### config.mk
export PLATFORM = sky130hd
export DESIGN_NAME = acq_irq_ctrl
export DESIGN_NICKNAME = d
export VERILOG_FILES = /design/src/rtl/acq_irq_pkg.sv /design/src/rtl/acq_irq_level_mon.sv /design/src/rtl/acq_irq_ext_edge.sv /design/src/rtl/acq_irq_status.sv /design/src/rtl/acq_irq_ctrl.sv
export SDC_FILE = /design/constraint.sdc
export NUM_CORES = 1
export LEC_CHECK = 0
export ABC_AREA = 1
export ABC_CLOCK_PERIOD_IN_PS = 1600
export BUFFER_PORTS_ARGS = -buffer_cell sky130_fd_sc_hd__buf_2
export CELL_PAD_IN_SITES_DETAIL_PLACEMENT = 1
export CELL_PAD_IN_SITES_GLOBAL_PLACEMENT = 1
export CORE_ASPECT_RATIO = 0.9
export CORE_MARGIN = 2
export CORE_UTILIZATION = 35
export DETAILED_ROUTE_END_ITERATION = 7
export GPL_TIMING_DRIVEN = 1
export PLACE_DENSITY_LB_ADDON = 0.1
export SYNTH_ARGS = -nofsm -noshare
export SYNTH_HDL_FRONTEND = slang
export SYNTH_SLANG_ARGS = --single-unit
### constraint.sdc
create_clock -name clk_i -period 1.6 [get_ports clk_i]
set_input_delay 0.32 -clock clk_i [delete_from_list [all_inputs] [get_ports clk_i]]
set_output_delay 0.32 -clock clk_i [all_outputs]
set_load 0.01 [all_outputs]
### src/rtl/acq_irq_pkg.sv
package acq_irq_pkg;
  localparam int NUM_SRC    = 13;
  localparam int AI_PULSE_N = 5;
  localparam int AO_PULSE_N = 3;
  localparam int BIT_EXT    = AI_PULSE_N + AO_PULSE_N;
  localparam int BIT_AI_ACT = BIT_EXT + 1;
  localparam int BIT_ADC_QF = BIT_EXT + 2;
  localparam int BIT_AO_ACT = BIT_EXT + 3;
  localparam int BIT_DAC_QE = BIT_EXT + 4;
  localparam logic [NUM_SRC-1:0] LEVEL_MASK = 13'h1E00;

  typedef enum logic [1:0] {
    REG_STATUS = 2'd0,
    REG_ENABLE = 2'd1,
    REG_CTRL   = 2'd2,
    REG_NONE   = 2'd3
  } reg_addr_e;
endpackage

### src/rtl/acq_irq_level_mon.sv
module acq_irq_level_mon #(
  parameter int DEPTH       = 64,
  parameter int CNT_W       = $clog2(DEPTH) + 1,
  parameter bit AT_OR_ABOVE = 1'b1
) (
  input  logic [CNT_W-1:0] fill_i,
  output logic             hit_o
);
  localparam logic [CNT_W-1:0] QUARTER = CNT_W'(DEPTH / 4);

  generate
    if (AT_OR_ABOVE) begin : g_ge
      assign hit_o = (fill_i >= QUARTER);
    end else begin : g_le
      assign hit_o = (fill_i <= QUARTER);
    end
  endgenerate
endmodule

### src/rtl/acq_irq_ext_edge.sv
module acq_irq_ext_edge #(
  parameter int SYNC_N = 2
) (
  input  logic clk_i,
  input  logic rst_ni,
  input  logic pin_i,
  input  logic fall_sel_i,
  output logic edge_o
);
  logic [SYNC_N:0] sh_q;

  always_ff @(posedge clk_i or negedge rst_ni) begin
    if (!rst_ni) sh_q <= '0;
    else         sh_q <= {sh_q[SYNC_N-1:0], pin_i};
  end

  // sh_q[SYNC_N-1] is synchronized level, sh_q[SYNC_N] its previous value
  assign edge_o = fall_sel_i ? (~sh_q[SYNC_N-1] &  sh_q[SYNC_N])
                             : ( sh_q[SYNC_N-1] & ~sh_q[SYNC_N]);


  single_edge_chk: assert property (@(posedge clk_i) disable iff (!rst_ni)
    edge_o && $stable(fall_sel_i) |=> !edge_o || $changed(fall_sel_i));
endmodule

### src/rtl/acq_irq_status.sv
module acq_irq_status
  import acq_irq_pkg::*;
(
  input  logic               clk_i,
  input  logic               rst_ni,
  input  logic [NUM_SRC-1:0] set_i,
  input  logic [NUM_SRC-1:0] level_i,
  input  logic [NUM_SRC-1:0] clr_i,
  output logic [NUM_SRC-1:0] status_o
);
  localparam logic [NUM_SRC-1:0] EVT_MASK = ~LEVEL_MASK;
  logic [NUM_SRC-1:0] status_q;

  // set has priority over clear; level bits are not sticky
  always_ff @(posedge clk_i or negedge rst_ni) begin
    if (!rst_ni) status_q <= '0;
    else status_q <= ((((status_q & ~clr_i) | set_i) & EVT_MASK) |
                      (level_i & LEVEL_MASK));
  end

  assign status_o = status_q;


  event_wins_chk: assert property (@(posedge clk_i) disable iff (!rst_ni)
    ((set_i & EVT_MASK) != '0) |=>
      ((status_q & $past(set_i & EVT_MASK)) == $past(set_i & EVT_MASK)));


  sticky_chk: assert property (@(posedge clk_i) disable iff (!rst_ni)
    ((($past(status_q) & ~$past(clr_i) & EVT_MASK) & ~status_q) == '0));


  level_follow_chk: assert property (@(posedge clk_i) disable iff (!rst_ni)
    $past(rst_ni) |-> ((status_q & LEVEL_MASK) == $past(level_i & LEVEL_MASK)));
endmodule

### src/rtl/acq_irq_ctrl.sv
module acq_irq_ctrl
  import acq_irq_pkg::*;
#(
  parameter int ADC_DEPTH = 64,
  parameter int DAC_DEPTH = 64,
  parameter int ADC_CNT_W = $clog2(ADC_DEPTH) + 1,
  parameter int DAC_CNT_W = $clog2(DAC_DEPTH) + 1,
  parameter int DATA_W    = 16
) (
  input  logic                  clk_i,
  input  logic                  rst_ni,
  input  logic [AI_PULSE_N-1:0] ai_pulse_i,
  input  logic                  ai_active_i,
  input  logic [ADC_CNT_W-1:0]  adc_fill_i,
  input  logic [AO_PULSE_N-1:0] ao_pulse_i,
  input  logic                  ao_active_i,
  input  logic [DAC_CNT_W-1:0]  dac_fill_i,
  input  logic                  ext_irq_i,
  input  logic                  wr_en_i,
  input  logic [1:0]            wr_addr_i,
  input  logic [DATA_W-1:0]     wr_data_i,
  input  logic [1:0]            rd_addr_i,
  output logic [DATA_W-1:0]     rd_data_o,
  output logic                  irq_no
);
  logic               adc_qf, dac_qe, ext_edge, fall_sel_q;
  logic [NUM_SRC-1:0] en_q, status, set_vec, lvl_vec, clr_vec;

  acq_irq_level_mon #(.DEPTH(ADC_DEPTH), .CNT_W(ADC_CNT_W), .AT_OR_ABOVE(1'b1))
    u_adc_mon (.fill_i(adc_fill_i), .hit_o(adc_qf));

  acq_irq_level_mon #(.DEPTH(DAC_DEPTH), .CNT_W(DAC_CNT_W), .AT_OR_ABOVE(1'b0))
    u_dac_mon (.fill_i(dac_fill_i), .hit_o(dac_qe));

  acq_irq_ext_edge #(.SYNC_N(2)) u_ext (
    .clk_i, .rst_ni, .pin_i(ext_irq_i), .fall_sel_i(fall_sel_q), .edge_o(ext_edge)
  );

  assign set_vec = {{(NUM_SRC-BIT_EXT-1){1'b0}}, ext_edge, ao_pulse_i, ai_pulse_i};
  assign lvl_vec = {dac_qe, ao_active_i, adc_qf, ai_active_i, {BIT_EXT+1{1'b0}}};
  assign clr_vec = (wr_en_i && wr_addr_i == REG_STATUS) ? wr_data_i[NUM_SRC-1:0] : '0;

  acq_irq_status u_status (
    .clk_i, .rst_ni, .set_i(set_vec), .level_i(lvl_vec), .clr_i(clr_vec),
    .status_o(status)
  );

  always_ff @(posedge clk_i or negedge rst_ni) begin
    if (!rst_ni) begin
      en_q       <= '0;
      fall_sel_q <= 1'b0;
    end else if (wr_en_i) begin
      if (wr_addr_i == REG_ENABLE) en_q       <= wr_data_i[NUM_SRC-1:0];
      if (wr_addr_i == REG_CTRL)   fall_sel_q <= wr_data_i[0];
    end
  end

  always_comb begin
    unique case (reg_addr_e'(rd_addr_i))
      REG_STATUS: rd_data_o = {{(DATA_W-NUM_SRC){1'b0}}, status};
      REG_ENABLE: rd_data_o = {{(DATA_W-NUM_SRC){1'b0}}, en_q};
      REG_CTRL:   rd_data_o = {{(DATA_W-1){1'b0}}, fall_sel_q};
      default:    rd_data_o = '0;
    endcase
  end

  assign irq_no = ~|(status & en_q);


  irq_needs_enable_chk: assert property (@(posedge clk_i) disable iff (!rst_ni)
    !irq_no |-> (en_q != '0) && (status != '0));


  reset_quiet_chk: assert property (@(posedge clk_i)
    !rst_ni |-> irq_no);
endmodule

==> flow_metrics.env <==
export IMPL_cp_cell_sequence="nand2_1 -> nand2_1 -> nor2_1 -> nand2_1 -> nor2_2 -> buf_2"
export IMPL_fill_cells=510
export IMPL_clk_pin_slew_worst_paths_ns=0.06
export IMPL_ir_worst_vdd_v=0.000584
export IMPL_holdBufCountCts=0
export IMPL_cts_path_max_buffers=2
export IMPL_overflow=0
export IMPL_cp_common_cell="nand2_1"
export IMPL_grtUsageTotal_pct=18.0
export IMPL_fin_crit_sh_pct=95.3
export IMPL_startpoint="en_q[5]"
export IMPL_antenna_left=0
export IMPL_numCtsBuffers=5
export IMPL_r2r_start="fall_sel_q"
export IMPL_grt_max_degree=31
export IMPL_num_rows=22
export IMPL_crit_cells=6
export IMPL_grt_pass1_vias=1401
export IMPL_die_w_um=72.3
export IMPL_die_area_um2=4740
export IMPL_finalSetupViolCount=0
export IMPL_clock_latency_ns=0.28
export IMPL_vias=1338
export IMPL_required_ns=1.28
export IMPL_finalSetupTns_ns=0
export IMPL_drive_gt1_share_pct=37.2
export IMPL_yosysTopAreaCell="dfrtp_1"
export IMPL_vias_per_cell=4.80
export IMPL_grt_pass1_wl_um=6220
export IMPL_synth_mux_area_share_pct=0
export IMPL_min_period_ns=1.53
export IMPL_cts_tree="done"
export IMPL_synth_fa_ha_area_share_pct=0
export IMPL_final_util_pct=46.7
export IMPL_avgSynthCellArea_um2=8.75
export IMPL_holdCritPathClass="in -> async"
export IMPL_finClkSkew_ns=0.00292
export IMPL_drtIter0Drc=27
export IMPL_portBuffers=54
export IMPL_final_cell_mix="54 x buf_2, 49 x nand2_1, 30 x dfrtp_1"
export IMPL_maxSlewHeadroom_pct=54.3
export IMPL_status="completed"
export IMPL_synthSimpleGateAreaFrac_pct=18.6
export IMPL_ios=65
export IMPL_critPathTopFamily="simple AND/OR/NAND/NOR gates"
export IMPL_yosysSeqAreaShare_pct=51.1
export IMPL_netlist_top_cells_area="dfrtp_1 51%, nand2_1 13%, o21ai_2 7.7%, inv_1 7.1%, a22o_1 7.1%"
export IMPL_netlist_area_um2=1470
export IMPL_worstSetupPathType="reg -> out"
export IMPL_synth_compound_area_share_pct=18.6
export IMPL_ctsRootBufferMaster="clkbuf_8"
export IMPL_drv_cap=0
export IMPL_start_kind="flip-flop"
export IMPL_diodes=0
export IMPL_reg2reg_slack_ns=0.77
export IMPL_r2r_end="u_status.status_o[8]"
export IMPL_ff_latch_area_um2=751
export IMPL_cts_num_sinks=30
export IMPL_synth_xor_area_share_pct=0
export IMPL_hpwl_um=2920
export IMPL_ys_warn_count=0
export IMPL_antenna_found_initial=0
export IMPL_cpPeakStageDelay_ns=0.38
export IMPL_worst_ep_arrival_time_ns=1.21
export IMPL_leakagePower_uw=0.00104
export IMPL_dr_pass1_iters=4
export IMPL_worst_pin_slew_ns=0.686
export IMPL_powerDensity_nw_per_um2=982
export IMPL_layout_commonest_cell="buf_2"
export IMPL_rsz0062_at_grt="yes"
export IMPL_fmax_mhz=656
export IMPL_fp_coreArea_um2=4050
export IMPL_final_hold_viol_count=0
export IMPL_yosysUniqueCellTypes=19
export IMPL_multi_input_area_um2=561
export IMPL_fin_nets=280
export IMPL_gp_congestion=0.744
export IMPL_maxSlewViolCount=0
export IMPL_placed_area_um2=1770
export IMPL_die_h_um=65.5
export IMPL_routed_wl_um=3880
export IMPL_syn_inst=168
export IMPL_endpoint="irq_no"
export IMPL_crit_path_end_kind="primary output"
export IMPL_cp_num_buf_inv=1
export IMPL_synth_top_family_by_area="compound AO/OA/AOI/OAI gates"
export IMPL_drc=0
export IMPL_path_max_fanout=2
export IMPL_final_cell_area_um2=1890
export IMPL_synth_seq_cells=30
export IMPL_htreeDepth=2
export IMPL_routedWlPerCell_um=13.9
export IMPL_cp_slowest_cell="dfrtp_1"
export IMPL_start_util_pct=36.3
export IMPL_reg2regPathDepth=6
export IMPL_area_growth_pct=28.5
export IMPL_yosys_area_top_type_share_pct=51.1
timing repair:
action / in CTS / in global routing
endpoints found under the setup margin: 0 / 1
setup buffers: 0 / 5
gates resized for setup: 0 / 1
endpoints found under the hold margin: 0 / 0
how the worst min path moves through the flow:
stage                  start                    to  slack (ns)  cells after the start
3_3_place_gp   u_ext.sh_q[0]         u_ext.sh_q[1]        0.34                      0
2_1_floorplan         rst_ni               en_q[0]        0.02                      0
6_report              rst_ni  u_status.status_o[2]        0.08                      1
5_1_grt               rst_ni  u_status.status_o[2]        0.12                      1
4_1_cts               rst_ni  u_status.status_o[2]        0.09                      1
3_5_place_dp   u_ext.sh_q[0]         u_ext.sh_q[1]        0.34                      0
flip-flops by register name, indices dropped and copies added (netlist names):
name / flops
u_status.status_o: 13
fall_sel_q: 1
en_q: 13
u_ext.sh_q: 3
metal layers:
layer  GRT usage [%]  vias to the layer above  share of wire, %
li1                -                      650                 -
met3            6.75                        4               5.0
met2            31.7                       41                55
met1            19.8                      643                40
met5               0                        -                 0
met4            5.90                        0              0.80
area by class of cell:
cell class	instances	share of cell area, %
clock buffers	6	4.37
inverters	28	5.56
multi-input cells	105	29.7
flip-flops and latches	30	39.7
well taps	48	3.18
repair buffers	62	17.5
cell families after synthesis:
| kind of cell | after synthesis |
|---|---|
| other cells | 1 |
| compound gates | 36 |
| flops | 30 |
| simple gates | 66 |
| buf+inv | 35 |
Yosys cell counts:
library cell,instances
a22o_1,12
inv_1,28
buf_2,1
nand2_1,49
nand3b_1,1
buf_6,2
nor2_2,2
nand3_1,4
o21ai_2,13
clkbuf_8,1
buf_4,3
conb_1,1
dfrtp_1,30
or2_2,1
a21oi_1,1
o21ai_0,10
nand3_2,1
nor2_1,7
or3_1,1
where the power goes:
part	internal (µW)	switching, µW	leakage [µW]
clock	331	260	0.0000431
combinational	170	205	0.000660
sequential	835	54.0	0.000339
through the flow:
stage	setup WS, ns	total power, µW	hold WS [ns]	std cells
after CTS	0.0168	1870	0.0897	274
after global placement	0.219	1240	0.337	268
after global routing	-0.0909	1980	0.120	279
after detailed placement	0.210	1270	0.344	268
final	0.0748	1860	0.0783	279
after floorplan	0.443	1120	0.0244	170
No activity file was read; power rests on OpenSTA's default activity.
